===== config.mk =====
export PLATFORM = sky130hd
export DESIGN_NAME = burst_col_gen
export DESIGN_NICKNAME = d
export VERILOG_FILES = /design/src/rtl/burst_col_pkg.sv /design/src/rtl/burst_mode_reg.sv /design/src/rtl/burst_ctrl.sv /design/src/rtl/burst_addr_path.sv /design/src/rtl/burst_col_gen.sv
export SDC_FILE = /design/constraint.sdc
export NUM_CORES = 1
export LEC_CHECK = 0
export BUFFER_PORTS_ARGS = -buffer_cell sky130_fd_sc_hd__buf_4
export CAP_MARGIN = 20
export CORE_ASPECT_RATIO = 0.8
export CORE_MARGIN = 2
export CORE_UTILIZATION = 59
export DETAILED_ROUTE_END_ITERATION = 10
export PLACE_DENSITY_LB_ADDON = 0.12
export SLEW_MARGIN = 25
export SYNTH_ARGS = -nofsm -noshare
export SYNTH_HDL_FRONTEND = slang
export SYNTH_SLANG_ARGS = --single-unit

===== constraint.sdc =====
create_clock -name clk -period 4.95 [get_ports clk]
set_input_delay 0.2475 -clock clk [delete_from_list [all_inputs] [get_ports clk]]
set_output_delay 0.2475 -clock clk [all_outputs]
set_load 0.005 [all_outputs]

===== src/rtl/burst_col_pkg.sv =====
package burst_col_pkg;

  // strobes from control to datapath
  typedef struct packed {
    logic load;   // capture start column, clear beat index
    logic step;   // advance beat index by one
  } burstStrobe_t;

  // decoded mode register contents
  typedef struct packed {
    logic       fullPage;
    logic [1:0] lenLog;
    logic       interleave;
    logic       wbSingle;
  } modeCfg_t;

  localparam int LEN_LSB  = 0;
  localparam int TYPE_BIT = 3;
  localparam int OP_LSB   = 7;
  localparam int WB_BIT   = 9;

endpackage


===== src/rtl/burst_mode_reg.sv =====
module burst_mode_reg
  import burst_col_pkg::*;
#(
  parameter int MODE_W = 12
) (
  input  logic              clk,
  input  logic              rstN,
  input  logic              loadMode,
  input  logic [MODE_W-1:0] modeWord,
  output modeCfg_t          cfg,
  output logic              modeError
);

  modeCfg_t decCfg;
  logic     decErr;
  logic     unusedMode;

  assign unusedMode = ^{modeWord[MODE_W-1:WB_BIT+1], modeWord[OP_LSB-1:TYPE_BIT+1]};

  always_comb begin
    decCfg            = '0;
    decErr            = 1'b0;
    decCfg.interleave = modeWord[TYPE_BIT];
    decCfg.wbSingle   = modeWord[WB_BIT];
    unique case (modeWord[LEN_LSB+2:LEN_LSB])
      3'b000:  decCfg.lenLog = 2'd0;
      3'b001:  decCfg.lenLog = 2'd1;
      3'b010:  decCfg.lenLog = 2'd2;
      3'b011:  decCfg.lenLog = 2'd3;
      3'b111:  decCfg.fullPage = 1'b1;
      default: decErr = 1'b1;
    endcase
    if (modeWord[OP_LSB+1:OP_LSB] != 2'b00) decErr = 1'b1;
    if (decCfg.fullPage && decCfg.interleave) decErr = 1'b1;
  end

  always_ff @(posedge clk or negedge rstN) begin
    if (!rstN) begin
      cfg       <= '0;
      modeError <= 1'b0;
    end else if (loadMode) begin
      cfg       <= decCfg;
      modeError <= decErr;
    end
  end

  AST_RESERVED_LEN_FLAGS: assert property (@(posedge clk) disable iff (!rstN)
    (loadMode && modeWord[2] && !(&modeWord[1:0])) |=> modeError);

  AST_OPMODE_FLAGS: assert property (@(posedge clk) disable iff (!rstN)
    (loadMode && (modeWord[OP_LSB+1:OP_LSB] != 2'b00)) |=> modeError);

endmodule


===== src/rtl/burst_ctrl.sv =====
module burst_ctrl
  import burst_col_pkg::*;
#(
  parameter int COL_W = 9
) (
  input  logic             clk,
  input  logic             rstN,
  input  logic             startBurst,
  input  logic             isWrite,
  input  logic             terminate,
  input  modeCfg_t         cfg,
  input  logic             modeError,
  input  logic [COL_W-1:0] beatIdx,
  output burstStrobe_t     strb,
  output logic [COL_W-1:0] blockMask,
  output logic             interleave,
  output logic             active,
  output logic             lastNow
);

  logic             startOk;
  logic             singleEff;
  logic [COL_W-1:0] nextMask;
  logic             fullQ;

  assign startOk   = startBurst && !modeError;
  assign singleEff = (isWrite && cfg.wbSingle) || (!cfg.fullPage && cfg.lenLog == 2'd0);

  always_comb begin
    if (singleEff)         nextMask = '0;
    else if (cfg.fullPage) nextMask = '1;
    else                   nextMask = (COL_W'(1) << cfg.lenLog) - COL_W'(1);
  end

  assign strb.load = startOk;
  assign strb.step = active && !startOk;
  assign lastNow   = active && !fullQ && (beatIdx == blockMask);

  always_ff @(posedge clk or negedge rstN) begin
    if (!rstN) begin
      blockMask  <= '0;
      interleave <= 1'b0;
      fullQ      <= 1'b0;
    end else if (startOk) begin
      blockMask  <= nextMask;
      interleave <= cfg.interleave && !singleEff;
      fullQ      <= cfg.fullPage && !singleEff;
    end
  end

  always_ff @(posedge clk or negedge rstN) begin
    if (!rstN)          active <= 1'b0;
    else if (startOk)   active <= 1'b1;
    else if (terminate) active <= 1'b0;
    else if (lastNow)   active <= 1'b0;
  end

  AST_START_GOES_VALID: assert property (@(posedge clk) disable iff (!rstN)
    (startBurst && !modeError) |=> active);

  AST_LAST_ENDS_BURST: assert property (@(posedge clk) disable iff (!rstN)
    (lastNow && !startBurst) |=> !active);

  AST_TERM_ENDS_BURST: assert property (@(posedge clk) disable iff (!rstN)
    (terminate && !startBurst) |=> !active);

  AST_ERROR_BLOCKS_START: assert property (@(posedge clk) disable iff (!rstN)
    (modeError && !active) |=> !active);

endmodule


===== src/rtl/burst_addr_path.sv =====
module burst_addr_path
  import burst_col_pkg::*;
#(
  parameter int COL_W = 9
) (
  input  logic             clk,
  input  logic             rstN,
  input  burstStrobe_t     strb,
  input  logic [COL_W-1:0] startCol,
  input  logic [COL_W-1:0] blockMask,
  input  logic             interleave,
  input  logic             active,
  output logic [COL_W-1:0] beatIdx,
  output logic [COL_W-1:0] colAddr
);

  logic [COL_W-1:0] startQ;
  logic [COL_W-1:0] offRaw;
  logic [COL_W-1:0] addrRaw;

  always_ff @(posedge clk or negedge rstN) begin
    if (!rstN) begin
      startQ  <= '0;
      beatIdx <= '0;
    end else if (strb.load) begin
      startQ  <= startCol;
      beatIdx <= '0;
    end else if (strb.step) begin
      beatIdx <= beatIdx + COL_W'(1);
    end
  end

  assign offRaw  = interleave ? (startQ ^ beatIdx) : (startQ + beatIdx);
  assign addrRaw = (startQ & ~blockMask) | (offRaw & blockMask);
  assign colAddr = active ? addrRaw : '0;

  AST_FIRST_BEAT_IS_START: assert property (@(posedge clk) disable iff (!rstN)
    strb.load |=> (colAddr == $past(startCol)));

  AST_BLOCK_BITS_HELD: assert property (@(posedge clk) disable iff (!rstN)
    strb.step |=> $stable(addrRaw & ~blockMask));

endmodule


===== src/rtl/burst_col_gen.sv =====
module burst_col_gen
  import burst_col_pkg::*;
#(
  parameter int COL_W  = 9,
  parameter int MODE_W = 12
) (
  input  logic              clk,
  input  logic              rstN,
  input  logic              loadMode,
  input  logic [MODE_W-1:0] modeWord,
  input  logic              startBurst,
  input  logic [COL_W-1:0]  startCol,
  input  logic              isWrite,
  input  logic              terminate,
  output logic [COL_W-1:0]  colAddr,
  output logic              colValid,
  output logic              lastBeat,
  output logic              modeError
);

  modeCfg_t         cfg;
  burstStrobe_t     strb;
  logic [COL_W-1:0] blockMask;
  logic [COL_W-1:0] beatIdx;
  logic             interleave;
  logic             active;
  logic             lastNow;

  burst_mode_reg #(.MODE_W(MODE_W)) u_mode (
    .clk(clk), .rstN(rstN), .loadMode(loadMode), .modeWord(modeWord),
    .cfg(cfg), .modeError(modeError)
  );

  burst_ctrl #(.COL_W(COL_W)) u_ctrl (
    .clk(clk), .rstN(rstN), .startBurst(startBurst), .isWrite(isWrite),
    .terminate(terminate), .cfg(cfg), .modeError(modeError), .beatIdx(beatIdx),
    .strb(strb), .blockMask(blockMask), .interleave(interleave),
    .active(active), .lastNow(lastNow)
  );

  burst_addr_path #(.COL_W(COL_W)) u_path (
    .clk(clk), .rstN(rstN), .strb(strb), .startCol(startCol),
    .blockMask(blockMask), .interleave(interleave), .active(active),
    .beatIdx(beatIdx), .colAddr(colAddr)
  );

  assign colValid = active;
  assign lastBeat = lastNow;

  AST_LAST_ONLY_WHEN_VALID: assert property (@(posedge clk) disable iff (!rstN)
    !colValid |-> (!lastBeat && colAddr == '0));

endmodule


**Word level (Yosys, flattened, before mapping)**

Cells that the tools add are included.

- Output and inout port bits: 12
- Input bits: 27
- Word-level logic and storage cells: 60
- Register bits after elaboration: 36

- Eq/ne operators: 5
- Reductions and logical operators: 21
- Shift operators: 1
- Bitwise gates (word level): 5
- Muxes and demuxes: 14
- $add $sub $neg: 3

Operators with widths:

| operator | count |
|---|---|
| two-way mux 9 bit | 6 |
| AND 9 bit | 2 |
| adder 9 x 1 -> 9 bit, second input constant | 1 |
| adder 9 bit | 1 |
| == test 9 bit | 1 |
| logical AND 1 bit | 9 |
| NOT 9 bit | 1 |
| OR 9 bit | 1 |
| << shifter 1 x 2 -> 9 bit, first input constant | 1 |
| subtractor 9 x 2 -> 9 bit, second input constant | 1 |
| bitwise XOR 9 bit | 1 |
| two-way mux 1 bit | 7 |
| == test 3 x 2 -> 1 bit, second input constant | 2 |
| one-hot mux 2 bit (3 select lines) | 1 |
| logical NOT 1 bit | 5 |
| OR reduction 5 bit | 1 |
| nonzero test 2 bit | 2 |
| == test 3 x 1 -> 1 bit, second input constant | 1 |
| == test 3 bit, second input constant | 1 |
| logical NOT 3 bit | 1 |
| nonzero test 3 bit | 1 |
| logical NOT 2 bit | 1 |
| logical OR 1 bit | 1 |

**Logic depth before layout (Yosys ltp)**

- Depth in word-level cells: 6
- Mapped depth: 7
- Gate-level depth less buffers: 7

**Modules after synthesis**

Synthesis repeated with hierarchy kept, for this count alone.

- Cells, all modules: 207
- Area total of the unflattened synthesis: 2067.0 um^2

Modules (own cells, without submodules):

| module | instances | area each (um^2) | cells each | sequential area each (um^2) |
|---|---|---|---|---|
| burst_addr_path | 1 | 1248.7 | 123 | 450.4 |
| burst_ctrl | 1 | 558.0 | 61 | 250.2 |
| burst_mode_reg | 1 | 260.2 | 23 | 150.1 |

**Worst setup path after synthesis**

Ideal clock, no wire load.

- Kind: reg-to-output
- Start: register u_path.beatIdx[0]
- End: output colAddr[8]
- Buffers on the path: 0
- Slack: 2.614 ns
- Data required time: 4.703 ns
- Stages on the path, launching flop included: 8
- Arrival: 2.088 ns
- Path through: dfrtp_1 > ha_1 > fa_1 > a211oi_2 > o32ai_2 > a31oi_1 > mux2i_1 > mux2i_1

- Longest elaborated chain between the ends: 5

RTL lines:

| element | line | text |
|---|---|---|
| start, declared | burst_addr_path.sv:13 | `output logic [COL_W-1:0] beatIdx,` |
| start signal, assigned | burst_addr_path.sv:29 | `beatIdx <= beatIdx + COL_W'(1);` |
| adder 9 bit | burst_addr_path.sv:33 | `assign offRaw = interleave ? (startQ ^ beatIdx) : (startQ + beatIdx);` |
| two-way mux 9 bit | burst_addr_path.sv:33 |  |
| AND 9 bit | burst_addr_path.sv:34 | `assign addrRaw = (startQ & ~blockMask) \| (offRaw & blockMask);` |
| OR 9 bit | burst_addr_path.sv:34 |  |
| two-way mux 9 bit | burst_addr_path.sv:35 | `assign colAddr = active ? addrRaw : '0;` |
| end, declared | burst_col_gen.sv:15 | `output logic [COL_W-1:0] colAddr,` |

Every way passes these cells.

**Final worst setup path**

Ends and elaborated chain as after synthesis.

==> results.toml <==
[route]
num_vias = 1662
antenna_left = 0
drc = 0
dr.first_iter.drc_count = 98
wl_per_cell_microns = 14.6
via_per_inst = 5.63
dr.pass1.iters = 4
routed_wirelength_microns = 4300

[power]
p_total_w = 0.000970
power_leakage_nw = 1.19
vdd_ir_drop_max_mv = 0.322
powerDensity_nw_per_um2 = 409

[clock_tree]
htreeDepth = 2
clkLatencyLatePin_ns = 0.30
clockBufferDepth = 2
clock_sinks = 34
post_cts.repair.setup_buffers = 0
cts_tree = "yes"
cts-root-buf = "clkbuf_8"
cts_buffers = 5
clk_pin_slew_ns = 0.08

[critical_path]
reg2reg_setup_slack_ns = 2.73
crit_top_cell = "mux2i_1"
reg2reg_from = "u_mode.modeError$_DFFE_PN0P_"
startpoint = "u_path.beatIdx[0]$_DFFE_PN0P_"
critical_path_arrival_ns = 2.77
crit_path_end_kind = "primary output"
critPathSlowestCell = "dfrtp_1"
start_kind = "flip-flop"
cp_cell_sequence = "ha_1 -> fa_1 -> a211oi_2 -> o32ai_2 -> a31oi_1 -> mux2i_1 -> mux2i_1 -> buf_4"
critPathMaxFanout = 5
worstPathRequired_ns = 4.70
path_class = "reg2out"
critPathMaxStageDelay_ns = 0.44

[timing]
fmax_mhz = 331
slew_viol_final = 0
slew_headroom = 0.455
worst_slew_pin_slew_ns = 0.818
finalClockSkew_ns = 0.0101
finalSetupTns_ns = 0
period_minus_slack_ns = 3.02
setup_viol = 0
rsz0062_at_grt = "false"
timing_hold_violations_final = 0
fin_crit_sh = 0.609

[logic_synthesis]
ys_top_cells_by_count = "nand2_1, dfrtp_1, nor2_1"
synthCells = 220
synth_top_area_cell = "dfrtp_1"
synthFlopType = "dfrtp_1"
yosysMostFrequentCell = "nand2_1"
syn_area_per_cell_sq_um = 9.11
syn-num-nets = 258
yosys_warnings = 0
yosysUniqueCellTypes = 39
ys_async_sr_fraction = 1.00
ys_seq_area_frac = 0.424
ys_ff_latch = 34
synth_area_sq_um = 2000
synth_edf_count = 0
synth_top_area_share = 0.424
synthTopCellsByArea = "dfrtp_1, nand2_1, ha_1"

[global_route]
groute.usage.overall = 0.242
grt_pass1_vias = 1532
grt-ovfl-total = 0
grt_max_degree = 35
grt_pass1_wl_microns = 7290
antenna_found_initial = 0

[worst_hold_path]
hp-class = "in2reg"
worstHoldStart = "terminate"

[floorplan]
dieArea_sq_um = 3880
ios = 39
coreArea_sq_um = 3180
die_y_microns = 56.1
die_x_microns = 69.2
start_util = 0.631
num_rows = 18

[finish]
stdcell_area_sq_um = 2370
drive_above_1_share = 0.196
fin_nets = 292
syn_to_final_growth_pct = 18.4
num_antenna_cells = 0

[placed_design]
dp_hpwl_microns = 3060
port_buffers = 33
place_area_sq_um = 2250
gp_congestion = 0.878

[run]
maxCapViolations = 0

[run_status]
status = "completed"
-- routing by layer --
metal	GRT usage	vias to the layer above	routed length, microns	part of all wire
li1	-	822	-	-
met1	0.345	782	2150	0.50
met2	0.335	50	1800	0.42
met3	0.0725	8	275	0.064
met4	0.112	0	78	0.018
met5	0	-	0	0
-- stage by stage --
stage                util  setup WS (ns)  instances  hold WS, ns
CTS                 0.747           1.95        295        0.118
finish              0.747           1.93        295        0.122
floorplan               -           2.61        220      -0.0481
detailed placement  0.710           2.31        286        0.218
global route        0.747           1.80        295        0.120
global placement    0.710           2.32        286        0.221
-- logic make-up (layout without fill, tap and decap cells) --
| logic type | count (synthesis) | in the layout | share of synthesized area |
|---|---|---|---|
| muxes | 6 | 6 | 0.0306 |
| adders and majority gates | 11 | 11 | 0.0724 |
| buffers and inverters | 14 | 49 | 0.0387 |
| xor gates and xnor gates | 17 | 17 | 0.0743 |
| and+or+nand+nor | 95 | 95 | 0.207 |
| AOI/OAI and AO/OA | 43 | 43 | 0.153 |
| DFF | 34 | 34 | 0.424 |
-- flip-flops by register name, summed over array words and instances (netlist names) --
register           cells
u_mode.modeError       1
u_ctrl.blockMask       7
u_ctrl.fullQ           1
u_path.beatIdx         9
u_mode.cfg             5
u_ctrl.active          1
u_path.startQ          9
u_ctrl.interleave      1
-- placed cells by master (no fill, tap or decap), types with 2 or more instances in the layout --
master    Yosys  routed
clkbuf_8      1       5
xnor2_1       7       7
nand2b_1      3       3
clkinv_2      0       2
a211oi_2      3       3
ha_1         10      10
dfrtp_1      34      34
nand4_1       5       5
xor2_1       10      10
inv_1         6       6
a21oi_1       9       9
nand2_1      54      54
mux2i_1       5       5
a211oi_1      5       5
nor3_1        3       3
and3_1        2       2
nand3b_1      2       2
or3_1         2       2
buf_4         0      34
a31oi_1       2       2
a21o_1        3       3
o21ai_0      12      12
nor2_1       19      19
-- final timing paths --
| kind | to | cells after the start |
|---|---|---|
| hold reg to reg | u_ctrl.fullQ$_DFFE_PN0P_ | 2 |
| setup / recovery | colAddr[8] | 8 |
| setup reg to reg | u_ctrl.blockMask[6]$_DFFE_PN0P_ | 4 |
| hold / removal | u_ctrl.active$_DFFE_PN0P_ | 2 |
| max in group asynchronous | u_ctrl.blockMask[1]$_DFFE_PN0P_ | 2 |
| min in group asynchronous | u_ctrl.active$_DFFE_PN0P_ | 2 |
-- worst max-delay path, delay by kind of cell, from the launching register on --
kind,cells,cell delay (ns)
buf+inv,1,0.12
fa+ha+maj,2,0.69
flops,1,0.44
mux,2,0.48
compound gates,3,0.74
-- final cells by class --
cell class	instances	area, sq um
Clock buffer	5	68.8
Clock inverter	3	40.0
Fill cell	232	802
Inverter	6	22.5
Multi-Input combinational cell	172	1080
Sequential cell	34	851
Tap cell	40	50.0
Timing Repair Buffer	35	265
-- what timing repair did --
action	4_1_cts	5_1_grt
hold buffers	1	0
resized for setup	0	0
endpoints found under the hold margin	34	0
-- where the power goes --
part           internal, W  total [W]  switching (W)
Clock             0.000148   0.000253       0.000105
Combinational     0.000154   0.000313       0.000159
Sequential        0.000331   0.000405      0.0000740
(Power assumes the default switching activity.)
